## src/rtl/dma_stream_pkg.sv

```systemverilog
package dma_stream_pkg;

    localparam int FLAG_HALF = 0;
    localparam int FLAG_DONE = 1;
    localparam int FLAG_OVR  = 2;
    localparam int NFLAGS    = 3;

    typedef enum logic [1:0] {
        ST_IDLE = 2'd0,
        ST_RD   = 2'd1,
        ST_WR   = 2'd2
    } xfer_state_e;

    typedef struct packed {
        logic minc;
        logic pinc;
        logic circ;
    } mode_t;

    // number of items left at which the half-way point is reached
    function automatic logic [31:0] half_left(input logic [31:0] total);
        return total - (total >> 1);
    endfunction

endpackage

```

## src/rtl/dma_req_track.sv

```systemverilog
module dma_req_track (
    input  logic clk,
    input  logic rst,
    input  logic req,
    input  logic active,
    input  logic idle,
    output logic take,
    output logic ovr_hit
);
    logic held;

    assign take    = idle && active && (req || held);
    assign ovr_hit = active && !idle && req && held;

    always_ff @(posedge clk) begin
        if (rst || !active) begin
            held <= 1'b0;
        end else if (idle) begin
            // a held request is consumed now; a fresh one becomes held
            held <= held && req;
        end else if (req) begin
            held <= 1'b1;
        end
    end
endmodule

```

## src/rtl/dma_addr_unit.sv

```systemverilog
module dma_addr_unit
    import dma_stream_pkg::*;
#(
    parameter int AW = 8,
    parameter int CW = 8
) (
    input  logic          clk,
    input  logic          rst,
    input  logic          start,
    input  logic          stop,
    input  logic          done,
    input  logic [AW-1:0] mem_base,
    input  logic [AW-1:0] per_base,
    input  logic [CW-1:0] count,
    input  mode_t         mode_in,
    output logic [AW-1:0] mem_addr,
    output logic [AW-1:0] per_addr,
    output logic          active,
    output logic          hit_half,
    output logic          hit_last
);
    logic [AW-1:0] mem_b_q, per_b_q;
    logic [CW-1:0] total_q, left_q;
    mode_t         mode_q;
    logic [31:0]   half_mark;

    assign half_mark = half_left(32'(total_q));
    assign hit_last  = done && active && (left_q == CW'(1));
    assign hit_half  = done && active && ((total_q >> 1) != '0)
                       && (32'(left_q - CW'(1)) == half_mark);

    always_ff @(posedge clk) begin
        if (rst) begin
            active   <= 1'b0;
            mem_b_q  <= '0;
            per_b_q  <= '0;
            total_q  <= '0;
            left_q   <= '0;
            mode_q   <= '0;
            mem_addr <= '0;
            per_addr <= '0;
        end else if (start) begin
            mem_b_q  <= mem_base;
            per_b_q  <= per_base;
            total_q  <= count;
            left_q   <= count;
            mode_q   <= mode_in;
            mem_addr <= mem_base;
            per_addr <= per_base;
            active   <= (count != '0);
        end else if (stop) begin
            active <= 1'b0;
        end else if (done && active) begin
            if (left_q == CW'(1)) begin
                if (mode_q.circ) begin
                    left_q   <= total_q;
                    mem_addr <= mem_b_q;
                    per_addr <= per_b_q;
                end else begin
                    left_q <= '0;
                    active <= 1'b0;
                end
            end else begin
                left_q <= left_q - CW'(1);
                if (mode_q.minc) mem_addr <= mem_addr + AW'(1);
                if (mode_q.pinc) per_addr <= per_addr + AW'(1);
            end
        end
    end
endmodule

```

## src/rtl/dma_flag_unit.sv

```systemverilog
module dma_flag_unit
    import dma_stream_pkg::*;
(
    input  logic              clk,
    input  logic              rst,
    input  logic [NFLAGS-1:0] set_ev,
    input  logic [NFLAGS-1:0] clr,
    input  logic [NFLAGS-1:0] ien,
    output logic [NFLAGS-1:0] flags,
    output logic              irq
);
    for (genvar i = 0; i < NFLAGS; i++) begin : g_flag
        always_ff @(posedge clk) begin
            if (rst)            flags[i] <= 1'b0;
            else if (set_ev[i]) flags[i] <= 1'b1;
            else if (clr[i])    flags[i] <= 1'b0;
        end
    end

    assign irq = |(flags & ien);
endmodule

```

## src/rtl/dma_stream_chan.sv

```systemverilog
module dma_stream_chan
    import dma_stream_pkg::*;
#(
    parameter int AW = 8,
    parameter int DW = 16,
    parameter int CW = 8
) (
    input  logic          clk,
    input  logic          rst,
    input  logic [AW-1:0] cfg_mem_base,
    input  logic [AW-1:0] cfg_per_base,
    input  logic [CW-1:0] cfg_count,
    input  logic          cfg_minc,
    input  logic          cfg_pinc,
    input  logic          cfg_circ,
    input  logic          ch_start,
    input  logic          ch_stop,
    input  logic [2:0]    irq_en,
    input  logic [2:0]    flag_clr,
    input  logic          req,
    output logic          mem_rd_en,
    output logic [AW-1:0] mem_addr,
    input  logic [DW-1:0] mem_rdata,
    output logic          per_wr_en,
    output logic [AW-1:0] per_addr,
    output logic [DW-1:0] per_wdata,
    output logic          ch_active,
    output logic [2:0]    flags,
    output logic          irq
);
    xfer_state_e      st_q;
    logic             take, ovr_hit, done, hit_half, hit_last;
    mode_t            mode_in;
    logic [NFLAGS-1:0] set_ev;

    assign mode_in = '{minc: cfg_minc, pinc: cfg_pinc, circ: cfg_circ};
    assign done    = (st_q == ST_WR);

    always_ff @(posedge clk) begin
        if (rst) st_q <= ST_IDLE;
        else begin
            unique case (st_q)
                ST_IDLE: if (take) st_q <= ST_RD;
                ST_RD:   st_q <= ST_WR;
                ST_WR:   st_q <= ST_IDLE;
                default: st_q <= ST_IDLE;
            endcase
        end
    end

    assign mem_rd_en = (st_q == ST_RD);
    assign per_wr_en = (st_q == ST_WR);
    assign per_wdata = mem_rdata;

    dma_req_track u_req (
        .clk     (clk),
        .rst     (rst),
        .req     (req),
        .active  (ch_active),
        .idle    (st_q == ST_IDLE),
        .take    (take),
        .ovr_hit (ovr_hit)
    );

    dma_addr_unit #(.AW(AW), .CW(CW)) u_addr (
        .clk      (clk),
        .rst      (rst),
        .start    (ch_start),
        .stop     (ch_stop),
        .done     (done),
        .mem_base (cfg_mem_base),
        .per_base (cfg_per_base),
        .count    (cfg_count),
        .mode_in  (mode_in),
        .mem_addr (mem_addr),
        .per_addr (per_addr),
        .active   (ch_active),
        .hit_half (hit_half),
        .hit_last (hit_last)
    );

    always_comb begin
        set_ev            = '0;
        set_ev[FLAG_HALF] = hit_half;
        set_ev[FLAG_DONE] = hit_last;
        set_ev[FLAG_OVR]  = ovr_hit;
    end

    dma_flag_unit u_flag (
        .clk    (clk),
        .rst    (rst),
        .set_ev (set_ev),
        .clr    (flag_clr),
        .ien    (irq_en),
        .flags  (flags),
        .irq    (irq)
    );
endmodule

```

## config.mk

```make
export PLATFORM = sky130hd
export DESIGN_NAME = dma_stream_chan
export DESIGN_NICKNAME = d
export VERILOG_FILES = /design/src/rtl/dma_stream_pkg.sv /design/src/rtl/dma_req_track.sv /design/src/rtl/dma_addr_unit.sv /design/src/rtl/dma_flag_unit.sv /design/src/rtl/dma_stream_chan.sv
export SDC_FILE = /design/constraint.sdc
export NUM_CORES = 1
export LEC_CHECK = 0
export ABC_AREA = 1
export BUFFER_PORTS_ARGS = -buffer_cell sky130_fd_sc_hd__buf_2
export CELL_PAD_IN_SITES_DETAIL_PLACEMENT = 1
export CELL_PAD_IN_SITES_GLOBAL_PLACEMENT = 2
export CORE_MARGIN = 2
export CORE_UTILIZATION = 28
export CTS_BUF_LIST = sky130_fd_sc_hd__clkbuf_8 sky130_fd_sc_hd__clkbuf_16
export DETAILED_ROUTE_END_ITERATION = 10
export PLACE_DENSITY_LB_ADDON = 0.1
export SETUP_SLACK_MARGIN = 0.5
export SLEW_MARGIN = 0
export SYNTH_ARGS = -nofsm -noshare
export SYNTH_HDL_FRONTEND = slang
export SYNTH_SLANG_ARGS = --single-unit
```

## constraint.sdc

```tcl
create_clock -name clk -period 2.3 [get_ports clk]
set_input_delay 0 -clock clk [delete_from_list [all_inputs] [get_ports clk]]
set_output_delay 0 -clock clk [all_outputs]
set_load 0.005 [all_outputs]
```

---- Word level (Yosys, flattened, before mapping) ----
Cells that the tools add are included.
cells by class
  mux-type cells .......................... 32
  reduce and logical (&&, ||, !) cells .... 31
  add/subtract/negate cells ............... 5
  equality and inequality tests ........... 8
  bitwise operators ....................... 1
operator list
  operator                                             number
  two-way mux 8 bit                                    17
  equality test 32 bit                                 1
  adder 8 x 1 -> 8 bit, second input constant          2
  nonzero test 8 bit                                   2
  two-way mux 1 bit                                    13
  nonzero test 3 bit                                   4
  logical AND 1 bit                                    10
  nonzero test 2 bit                                   5
  subtractor 8 x 1 -> 9 bit, second input constant     1
  subtractor 8 x 7 -> 9 bit                            1
  equality test 8 x 1 -> 1 bit, second input constant  1
  AND reduction 4 bit                                  2
  subtractor 8 x 1 -> 8 bit, second input constant     1
  != test 2 bit, second input constant                 2
  one-hot mux 2 bit (2 select lines)                   1
  AND 3 bit                                            1
  != test 3 x 2 -> 1 bit, second input constant        1
  != test 3 bit, second input constant                 1
  AND reduction 3 bit                                  1
  OR reduction 3 bit                                   1
  equality test 2 x 1 -> 1 bit, second input constant  1
  equality test 2 bit, second input constant           1
  zero test 1 bit                                      2
  zero test 2 bit                                      1
  other kinds (3)                                      4
storage, ports and cells
  logic and storage cells ................. 92
  output and inout bits ................... 39
  bits in registers ....................... 58
  bits of input ports ..................... 54

---- Depth between registers and ports, before layout ----
Gate-level depths: netlist of the first run.
  depth after elaboration ................. 6
  mapped depth ............................ 16
  depth with buffers taken out ............ 16

---- Modules after synthesis ----
From an unflattened synthesis of the first run, not the netlist that was laid out.
unflattened totals
  cells, all modules ...................... 566
  area total of the unflattened synthesis .. 3733.6 µm²
by module, submodules not included
  module           sequential area each (µm²)  cells each  area each (µm²)  times used
  dma_addr_unit    1041.0                      504         3333.2           1
  dma_stream_chan  40.0                        29          201.4            1
  dma_flag_unit    60.1                        19          125.1            1
  dma_req_track    20.0                        14          73.8             1

---- Worst setup path before layout of the first run ----
No wires, ideal clock.
  path kind ............................... flip-flop to flip-flop
  start point ............................. register u_addr.total_q[0]
  end point ............................... register u_flag.flags[0]
  path slack .............................. 0.472 ns
  library setup time ...................... 0.070 ns
  stages on the path, launching flop included .. 17
  buffers on the path ..................... 0
  data required time ...................... 2.230 ns
  arrival ................................. 1.758 ns
  clock period less this slack ............ 1.828 ns
  path through ............................ dfxtp_1 -> inv_1 -> ha_1 -> fa_1 -> inv_1 -> nand2_1 -> nand2_1 -> nand3_1 -> nand2_1 -> nand2_1 -> nand2_1 -> nand2_1 -> nand2_1 -> nand2_1 -> nor2_1 -> nand2_1 -> a21oi_1
on the way
  word-level cells in the longest chain between the ends .. 4
  elaborated cells between the ends (all ways) .. 5
  those cells by class .................... add/sub (1); eq/ne (1); mux (1); reduce/logical (2)
ends and longest elaborated chain
  element                                                  line                  text
  start, declared                                          dma_addr_unit.sv:23   logic [CW-1:0] total_q, left_q;
  start signal, assigned                                   dma_addr_unit.sv:45   total_q <= count;
  subtractor 8 x 7 -> 9 bit *                              dma_stream_pkg.sv:22  return total - (total >> 1);
  equality test 32 bit *                                   dma_addr_unit.sv:30   && (32'(left_q - CW'(1)) == half_mark);
  logical AND 1 bit *                                      dma_addr_unit.sv:30
  two-way mux 1 bit or nonzero test 2 bit (tied branches)  --
  end signal, assigned by index                            dma_flag_unit.sv:14   if (rst) flags[i] <= 1'b0;
  end signal, assigned by index                            dma_flag_unit.sv:15   else if (set_ev[i]) flags[i] <= 1'b1;
  end signal, assigned by index                            dma_flag_unit.sv:16   else if (clr[i]) flags[i] <= 1'b0;
  end, declared                                            dma_flag_unit.sv:9    output logic [NFLAGS-1:0] flags,
Mark *: on every way between the ends. The rest lies on a longest branch, timed or not.
A chain may end at the register's enable or synchronous reset.

---- Worst setup path after layout of the first run ----
Same ends and word-level chain as after synthesis.

==> metrics.csv, run 1 <==
stage;metric;value;unit
critical_path;start_kind;register;
global_route;grt_pass1_vias;3913;
finish;drive_gt1_share;23.0;%
synthesis;ys_ff_latch;58;
sta;min_period;1.96;ns
power_and_ir_drop;pwr-share-comb;23.3;%
min_path;holdCritPathClass;in -> out;
finish;fillerInstances;1604;
power_and_ir_drop;p_leak;2.14;nW
global_route;track_usage;18.5;%
power_and_ir_drop;power;3.07;mW
synthesis;synth_seq_area_share;32.3;%
critical_path;criticalPathCategory;reg -> reg;
detailed_routing;num_vias;3758;
sta;max_freq;0.511;GHz
finish;fin_nets;690;
global_route;grt-ovfl-total;0;
sta;hold_ws;0.00000177;ns
floorplanning;initial_utilization;28.6;%
place;gp_congestion;0.746;
global_route;grt_antenna_before_repair;0;
global_route;grt_pass1_wl;19400;µm
critical_path;cp_max_fo;4;
clock_tree;clockRootBuffer;clkbuf_16;
run_status;status;completed;
clock_tree;cts_tree;yes;
floorplanning;core;0.0126;mm²
synthesis;synth_edf_count;0;
global_route;grt_start_max_net_pins;34;
synthesis;synthFlopType;dfxtp_1;
critical_path;critPathRequiredTime;2.57;ns
power_and_ir_drop;ir_drop;0.383;mV
clock_tree;cts_max_level;3;
power_and_ir_drop;clkPwrFrac;39.8;%
place;dp_hpwl;8560;µm
detailed_routing;drc;0;
sta;slew_headroom;40.1;%
clock_tree;cts_max_path_buffers;2;
clock_tree;cts.sinks;58;
power_and_ir_drop;p_int;2.11;mW
detailed_routing;ant_nets;0;
synthesis;synth_nets;603;
synthesis;synthCells;531;
clock_tree;path_clk_slew;0.05;ns
sta;hold_viol_final;0;
run;max_cap_violations;0;
detailed_routing;viasPerCell;4.73;
sta;finClkSkew;0.00665;ns
power_and_ir_drop;power_density;646;mW/mm²
synthesis;synth.distinct_cells;42;
power_and_ir_drop;pwr-share-seq;36.9;%
finish;finalInstanceArea;0.00475;mm²
finish;diodes;0;
clock_tree;numCtsBuffers;9;
synthesis;synth_top_area_cell;dfxtp_1;
power_and_ir_drop;power.switching;962;µW
synthesis;synth_area;0.00359;mm²
sta;tightest_slew;0.898;ns
synthesis;async_reset_ff_share;0;%
synthesis;yosysMostFrequentCell;nand2_1;
detailed_routing;finalWirelength;11900;µm
floorplanning;dieHeight;117;µm
detailed_routing;routedWlPerCell;14.9;µm
place;postPlaceCellArea;0.00397;mm²
synthesis;yosysTopAreaCellShare;32.3;%
detailed_routing;drt_first_pass_iters;4;
sta;finalSetupViolations;0;
floorplanning;dieWidth;117;µm
sta;tns;0;ns
floorplanning;ios;93;
synthesis;ys_warn_count;0;
critical_path;cp-end-kind;register;
sta;rsz0062_at_grt;yes;
sta;slew_viol_final;0;
place;numPortBuffers;60;
power_and_ir_drop;p_sw_share;31.4;%
floorplanning;dieArea;0.0138;mm²
synthesis;synth_common_cells;nand2_1 (134), dfxtp_1 (58), nor2_1 (57);
synthesis;synthTopCellsByArea;dfxtp_1 (32%), nand2_1 (14%), nor2_1 (6.0%), ha_1 (5.9%), inv_1 (5.8%);
synthesis;syn_area_per_cell;6.77;µm²
detailed_routing;drt_first_iter_violations;80;
finish;area_growth;32.1;%
critical_path;crit_arrival;2.23;ns
clock_tree;insertion_delay;0.34;ns
sta;period_share;85.1;%
floorplanning;rows;41;
==> cells in the final DEF (no fill, tap or decap), drive strengths merged, types with 2 or more instances in the layout <==
cell type / instances
dfxtp: 58
o221ai: 3
o211ai: 3
o2111ai: 3
nor3: 6
nand3: 30
a21oi: 41
mux2i: 2
dlygate4sd3: 29
o22ai: 2
clkbuf: 10
nand2: 137
inv: 65
clkinv: 3
a31oi: 5
nand4: 5
nor4: 3
nor2: 62
a41oi: 4
buf: 80
xor2: 6
ha: 17
a21boi: 3
xnor2: 5
o21ai: 33
o21a: 2
==> routing by layer <==
| layer | global-route usage (%) | part of all wire, % | up-vias |
|---|---|---|---|
| li1 | - | - | 1898 |
| met1 | 23.6 | 47 | 1779 |
| met2 | 31.0 | 47 | 68 |
| met3 | 4.53 | 4.2 | 13 |
| met4 | 5.41 | 1.3 | 0 |
| met5 | 0 | 0 | - |
==> worst max-delay path, stage by stage, from the launching register on <==
cell,delay [ns]
dfxtp_2,0.34
inv_2,0.05
ha_4,0.16
fa_2,0.40
inv_2,0.08
nand2_4,0.06
nand2_4,0.08
buf_4,0.11
nand4_1,0.09
nand3_1,0.10
nand2_1,0.07
nor3_2,0.15
nand2_1,0.08
a21oi_2,0.13
==> power groups by stage <==
| stage | Clock [mW] | Combinational [mW] | Sequential (mW) |
|---|---|---|---|
| global placement | 0 | 0.606 | 1.15 |
| finish | 1.22 | 0.716 | 1.13 |
| global route | 1.29 | 0.819 | 1.14 |
| detailed placement | 0 | 0.617 | 1.15 |
| CTS | 1.25 | 0.684 | 1.13 |
| floorplan | 0 | 0.448 | 1.14 |
==> logic make-up (layout without fill, tap and decap cells) <==
kind of cell / count (synthesis) / count (layout) / synth area share [%]
adder cells (fa/ha/maj): 18 / 18 / 6.48
AND/OR/NAND/NOR: 243 / 244 / 28.4
AO/OA/AOI/OAI: 103 / 103 / 17.2
multiplexers: 2 / 2 / 0.557
XOR/XNOR: 11 / 11 / 2.68
buffers and inverters: 96 / 187 / 12.3
flip-flops: 58 / 58 / 32.3
==> cell type report <==
type / instances / area (µm²) / area share, %
clock inverter: 6 / 26.3 / 0.553
clock buffer: 10 / 239 / 5.03
timing repair buffer: 109 / 748 / 15.8
tap: 172 / 215 / 4.53
inverter: 62 / 233 / 4.90
sequential: 58 / 1170 / 24.7
multi-input combinational: 378 / 2120 / 44.6
==> registers in the layout (all words and copies together), names as in the netlist <==
| register | cells |
|---|---|
| u_addr.active | 1 |
| u_addr.per_addr | 8 |
| u_addr.per_b_q | 8 |
| u_addr.mode_q | 3 |
| u_flag.flags | 3 |
| u_req.held | 1 |
| u_addr.total_q | 8 |
| u_addr.mem_addr | 8 |
| u_addr.left_q | 8 |
| u_addr.mem_b_q | 8 |
| st_q | 2 |
==> worst paths after layout <==
| path | end | slack [ns] | cells past startpoint | start |
|---|---|---|---|---|
| worst max-delay path | u_flag.flags[0] | 0.34 | 13 | u_addr.total_q[0] |
| worst min-delay path | per_wdata[8] | 0.000002 | 0 | mem_rdata[8] |
| worst max register to register | u_flag.flags[0] | 0.34 | 13 | u_addr.total_q[0] |
| worst min register to register | u_addr.per_b_q[6] | 0.47 | 2 | u_addr.per_b_q[6] |
==> timing repair <==
| item | 4_1_cts | 5_1_grt |
|---|---|---|
| endpoints found under the setup margin | 13 | 21 |
| pin swaps | 5 | 7 |
| hold buffers | 29 | 0 |
| resized for setup | 16 | 26 |
| hold endpoints to repair | 30 | 0 |
| gates cloned | 1 | 0 |
| setup buffers | 5 | 6 |
==> per-stage QoR <==
step           util, %  instances  setup WS (ns)
6_report          37.8        795          0.342
5_1_grt           37.8        795          0.227
4_1_cts           36.7        789          0.367
3_5_place_dp      31.6        738          0.254
3_3_place_gp      31.6        738          0.286
2_1_floorplan        -        531          0.523
(Power assumes the default switching activity.)
==> run 2, diff against run 1 <==
--- a/config.mk
+++ b/config.mk
@@ -13,6 +13,7 @@
 export CORE_UTILIZATION = 28
 export CTS_BUF_LIST = sky130_fd_sc_hd__clkbuf_8 sky130_fd_sc_hd__clkbuf_16
 export DETAILED_ROUTE_END_ITERATION = 10
+export HOLD_SLACK_MARGIN = 0.12
 export PLACE_DENSITY_LB_ADDON = 0.1
 export SETUP_SLACK_MARGIN = 0.5
 export SLEW_MARGIN = 0
==> metrics.csv, run 2 (synthesized netlist as in run 1, its figures left out) <==
stage;metric;value;unit
run_status;status;completed;
global_route;track_usage;18.8;%
floorplanning;core;0.0126;mm²
critical_path;start_kind;register;
clock_tree;cts_max_path_buffers;2;
sta;period_share;85.4;%
global_route;grt_start_max_net_pins;34;
finish;area_growth;37.7;%
global_route;grt-ovfl-total;0;
clock_tree;cts.sinks;58;
sta;min_period;1.96;ns
finish;layout_commonest_cell;nand2_1;
clock_tree;clockRootBuffer;clkbuf_16;
sta;max_freq;0.509;GHz
detailed_routing;routedWlPerCell;14.9;µm
floorplanning;dieWidth;117;µm
sta;slew_headroom;39.7;%
detailed_routing;ant_nets;0;
power_and_ir_drop;ir_drop;0.384;mV
place;gp_congestion;0.746;
detailed_routing;viasPerCell;4.72;
power_and_ir_drop;power_density;626;mW/mm²
detailed_routing;finalWirelength;12200;µm
clock_tree;path_clk_slew;0.05;ns
floorplanning;dieHeight;117;µm
floorplanning;ios;93;
min_path;holdCritPathClass;in -> reg;
sta;finClkSkew;0.00639;ns
place;dp_hpwl;8560;µm
finish;final_cell_mix;nand2_1 (128), buf_2 (60), inv_1 (55);
floorplanning;dieArea;0.0138;mm²
global_route;grt_pass1_vias;3965;
finish;drive_gt1_share;22.2;%
run;max_cap_violations;0;
clock_tree;insertion_delay;0.34;ns
floorplanning;rows;41;
global_route;grt_pass1_wl;19700;µm
critical_path;cp_max_fo;4;
critical_path;criticalPathCategory;reg -> reg;
sta;finalSetupViolations;0;
place;postPlaceCellArea;0.00397;mm²
floorplanning;initial_utilization;28.6;%
finish;fin_nets;710;
power_and_ir_drop;pwr-share-comb;24.1;%
sta;tns;0;ns
clock_tree;cts_tree;yes;
power_and_ir_drop;p_leak;2.23;nW
power_and_ir_drop;pwr-share-seq;36.6;%
global_route;grt_antenna_before_repair;0;
detailed_routing;drt_first_iter_violations;91;
place;numPortBuffers;60;
critical_path;cp-end-kind;register;
detailed_routing;drt_first_pass_iters;4;
clock_tree;cts_max_level;3;
detailed_routing;num_vias;3844;
sta;rsz0062_at_grt;yes;
detailed_routing;drc;0;
power_and_ir_drop;p_int;2.13;mW
finish;finalInstanceArea;0.00495;mm²
critical_path;critPathRequiredTime;2.57;ns
critical_path;crit_arrival;2.24;ns
finish;diodes;0;
power_and_ir_drop;power.switching;969;µW
power_and_ir_drop;clkPwrFrac;39.3;%
clock_tree;numCtsBuffers;9;
sta;hold_viol_final;0;
power_and_ir_drop;p_sw_share;31.3;%
sta;slew_viol_final;0;
sta;tightest_slew;0.903;ns
==> run 2: path summary, 6_finish.rpt <==
check                     from                 to  slack [ns]  cells past startpoint
max          u_addr.total_q[0]    u_flag.flags[0]        0.34                     13
min                   ch_start  u_addr.total_q[1]        0.13                      3
max reg2reg  u_addr.total_q[0]    u_flag.flags[0]        0.34                     13
min reg2reg  u_addr.mem_b_q[5]  u_addr.mem_b_q[5]        0.47                      2
==> run 2: metrics by stage <==
stage          hold slack [ns]  std cells  utilization (%)  power (mW)  worst slack (ns)
2_1_floorplan           0.0808        531                -        1.58             0.523
3_3_place_gp         0.0000346        738             31.6        1.75             0.286
3_5_place_dp         0.0000346        738             31.6        1.76             0.254
4_1_cts                  0.125        809             38.3        3.10             0.367
5_1_grt                  0.154        815             39.4        3.29             0.227
6_report                 0.132        815             39.4        3.10             0.336
==> run 2: power groups by stage <==
stage / clock network [mW] / logic (mW) / registers, mW
floorplan: 0 / 0.448 / 1.14
global placement: 0 / 0.606 / 1.15
detailed placement: 0 / 0.617 / 1.15
CTS: 1.25 / 0.713 / 1.13
global route: 1.29 / 0.854 / 1.14
finish: 1.22 / 0.748 / 1.13
==> run 2: final cells by class <==
class / count / area [µm²]
clock buffer: 10 / 239
clock inverter: 6 / 26.3
inverter: 62 / 233
multi-input combinational: 378 / 2120
timing repair buffer: 129 / 948
fill: 1600 / 7620
sequential: 58 / 1170
tap: 172 / 215
==> run 2: routing by layer <==
| metal | track usage, % | vias up | share of wire, % |
|---|---|---|---|
| met3 | 4.33 | 11 | 3.5 |
| met4 | 5.18 | 0 | 1.2 |
| met1 | 23.8 | 1823 | 47 |
| met5 | 0 | - | 0 |
| met2 | 32.1 | 71 | 48 |
| li1 | - | 1939 | - |
==> run 2: worst max-delay path: stages, from the launching register on <==
cell and delay, ns:
dfxtp_2 0.34, inv_2 0.05, ha_4 0.16, fa_2 0.40, inv_2 0.08, nand2_4 0.06
nand2_4 0.08, buf_4 0.11, nand4_1 0.09, nand3_1 0.10, nand2_1 0.07, nor3_2 0.15
nand2_1 0.08, a21oi_2 0.13
==> run 2: timing repair <==
action                                  in CTS  in global routing
pin swaps                                    5                  7
buffers inserted                             5                  6
endpoints found under the hold margin       70                  0
gates resized for setup                     16                 26
endpoints found under the setup margin      13                 21
gates cloned                                 1                  0
hold buffers                                49                  0
==> run 3, diff against run 2 <==
--- a/config.mk
+++ b/config.mk
@@ -16,7 +16,9 @@
 export HOLD_SLACK_MARGIN = 0.12
 export PLACE_DENSITY_LB_ADDON = 0.1
 export SETUP_SLACK_MARGIN = 0.5
+export SKIP_LAST_GASP = 1
 export SLEW_MARGIN = 0
 export SYNTH_ARGS = -nofsm -noshare
 export SYNTH_HDL_FRONTEND = slang
+export SYNTH_HIERARCHICAL = 1
 export SYNTH_SLANG_ARGS = --single-unit
==> metrics.csv, run 3 <==
stage;metric;value;unit
synthesis;synth_top_area_cell;dfxtp_1;
synthesis;ys_warn_count;6;
global_route;grt_pass1_vias;4324;
finish;multi_input_area;0.00221;mm²
sta;rsz0062_at_grt;yes;
synthesis;synth_seq_area_share;31.1;%
critical_path;path_depth;12;
floorplanning;ios;93;
detailed_routing;met2_length;6750;µm
finish;finalInstanceArea;0.00508;mm²
synthesis;synthCells;566;
sta;tightest_slew;0.783;ns
finish;final_cell_mix;nand2_1 (136), buf_2 (60), nor2_1 (59);
critical_path;cp_max_fo;2;
critical_path;cp_num_buf_inv;2;
synthesis;synth_edf_count;0;
sta;hold_ws;0.133;ns
finish;fin_nets;745;
floorplanning;dieWidth;119;µm
critical_path;reg2reg_depth;12;
sta;slew_headroom;47.8;%
clock_tree;cts_tree;yes;
finish;diodes;0;
clock_tree;cts_max_level;3;
detailed_routing;drt_first_pass_iters;4;
clock_tree;numCtsBuffers;9;
synthesis;yosysTopAreaCellShare;31.1;%
sta;slew_viol_final;0;
critical_path;cp_top_family;adder cells;
synthesis;ys_ff_latch;58;
synthesis;syn_area_per_cell;6.60;µm²
critical_path;critPathRequiredTime;2.56;ns
critical_path;crit_top_cell;nor2_1;
floorplanning;initial_utilization;28.4;%
detailed_routing;met1_length;5910;µm
sta;period_share;83.1;%
place;postPlaceCellArea;0.00412;mm²
min_path;hold_depth;3;
place;dp_slack;0.278;ns
critical_path;cp-end-kind;register;
sta;min_period;1.91;ns
sta;max_freq;0.523;GHz
finish;area_growth;36.0;%
synthesis;async_reset_ff_share;0;%
global_route;track_usage;19.0;%
finish;final_core_util;38.6;%
synthesis;synth_area;0.00373;mm²
finish;stdcell_count;854;
floorplanning;rows;42;
power_and_ir_drop;p_leak;2.34;nW
detailed_routing;viasPerCell;4.74;
clock_tree;path_clk_slew;0.06;ns
detailed_routing;drc;0;
synthesis;synthFlopType;dfxtp_1;
critical_path;criticalPathCategory;reg -> reg;
min_path;holdCritPathClass;in -> reg;
clock_tree;clockRootBuffer;clkbuf_16;
sta;setup_ws;0.388;ns
critical_path;slowest_delay;0.52;ns
critical_path;critical_path.cell_chain;inv_2, ha_4, fa_2, xnor2_1, nand4_1, nor2_1, nand2_1, nor2_1, nand3_1, nor2_1, inv_1, a21oi_1;
detailed_routing;ant_nets;0;
global_route;grt_antenna_before_repair;0;
floorplanning;core;0.0131;mm²
power_and_ir_drop;power;3.20;mW
synthesis;synth.distinct_cells;38;
detailed_routing;drt_first_iter_violations;103;
sta;tns;0;ns
synthesis;synth_common_cells;nand2_1 (140), nor2_1 (61), inv_1 (59);
place;numPortBuffers;60;
clock_tree;insertion_delay;0.34;ns
run;max_cap_violations;0;
finish;seqCellArea;0.00117;mm²
finish;fillerInstances;1697;
sta;hold_viol_final;0;
floorplanning;dieArea;0.0143;mm²
sta;finalSetupViolations;0;
detailed_routing;wl_met3;252;µm
finish;layout_commonest_cell;nand2_1;
critical_path;crit_arrival;2.17;ns
place;dp_hpwl;9460;µm
sta;finClkSkew;0.00616;ns
finish;drive_gt1_share;21.2;%
clock_tree;cts.sinks;58;
clock_tree;cts_max_path_buffers;2;
global_route;grt_start_max_net_pins;35;
place;gp_congestion;0.854;
place;dp_cells;777;
synthesis;yosysMostFrequentCell;nand2_1;
critical_path;start_kind;register;
global_route;grt_pass1_wl;21300;µm
floorplanning;dieHeight;119;µm
detailed_routing;finalWirelength;13100;µm
synthesis;synth_nets;638;
detailed_routing;num_vias;4046;
critical_path;worst_path_max_delay_cell;fa_2;
synthesis;synthTopCellsByArea;dfxtp_1 (31%), nand2_1 (14%), a21oi_1 (7.2%), nor2_1 (6.1%), inv_1 (5.9%);
power_and_ir_drop;power_density;630;mW/mm²
power_and_ir_drop;ir_drop;0.313;mV
run_status;status;completed;
detailed_routing;highest_layer;met4;
global_route;grt-ovfl-total;0;
detailed_routing;routedWlPerCell;15.3;µm
run 3: changes by cell type in the layout (fill, tap and decap cells not counted), moves of 4 or more:
cell / delta
a21oi_1: +13
a41oi_1: -4
nand2_1: +8
nand3_1: +5
nand3b_1: +4
nor2_1: +8
o21ai_0: +9
run 3: per-layer routing:
metal,track usage [%],up-vias
li1,-,2028
met1,22.9,1955
met2,34.3,54
met3,2.97,9
met4,6.32,0
met5,0,-
run 3: layout make-up:
class,instances,area share [%]
multi-input cells,408,43.5
repair buffers,127,18.3
inverters,68,5.27
flip-flops and latches,58,23.1
clock inverters,6,0.666
clock buffers,10,4.71
well taps,176,4.34
repair inverters,1,0.0986
run 3: cell families (layout without fill, tap and decap cells):
| group | Yosys count | after routing | share of synthesized area [%] |
|---|---|---|---|
| fa+ha+maj | 18 | 18 | 6.23 |
| simple gates | 263 | 263 | 30.8 |
| xor+xnor | 14 | 14 | 3.28 |
| compound gates | 113 | 113 | 16.2 |
| buf+inv | 100 | 212 | 12.4 |
| flops | 58 | 58 | 31.1 |
run 3: worst min-delay path: cells and delay by family:
family                 cells  cell delay, ns
AOI/OAI and AO/OA          1            0.16
buffers and inverters      1            0.21
and+or+nand+nor            1            0.05
run 3: power by group:
| part | internal (mW) | leakage, nW | switching [mW] | total (mW) |
|---|---|---|---|---|
| logic | 0.336 | 1.72 | 0.469 | 0.804 |
| registers | 1.07 | 0.481 | 0.0690 | 1.14 |
| clock network | 0.748 | 0.135 | 0.507 | 1.25 |
| total | 2.16 | 2.34 | 1.04 | 3.20 |
run 3: repair_timing:
item	in CTS	in global routing
hold endpoints to repair	68	0
gates resized for setup	12	24
gates cloned	0	1
pin swaps	8	5
buffers inserted	4	6
setup endpoints to repair	22	25
hold buffers	50	0
run 3: final timing paths:
check / startpoint / to / slack [ns]
worst min register to register: u_addr/per_b_q[2] / u_addr/per_b_q[2] / 0.47
worst max-delay path: u_addr/total_q[0] / u_flag/flags[0] / 0.39
worst max register to register: u_addr/total_q[0] / u_flag/flags[0] / 0.39
worst min-delay path: ch_start / u_addr/total_q[5] / 0.13
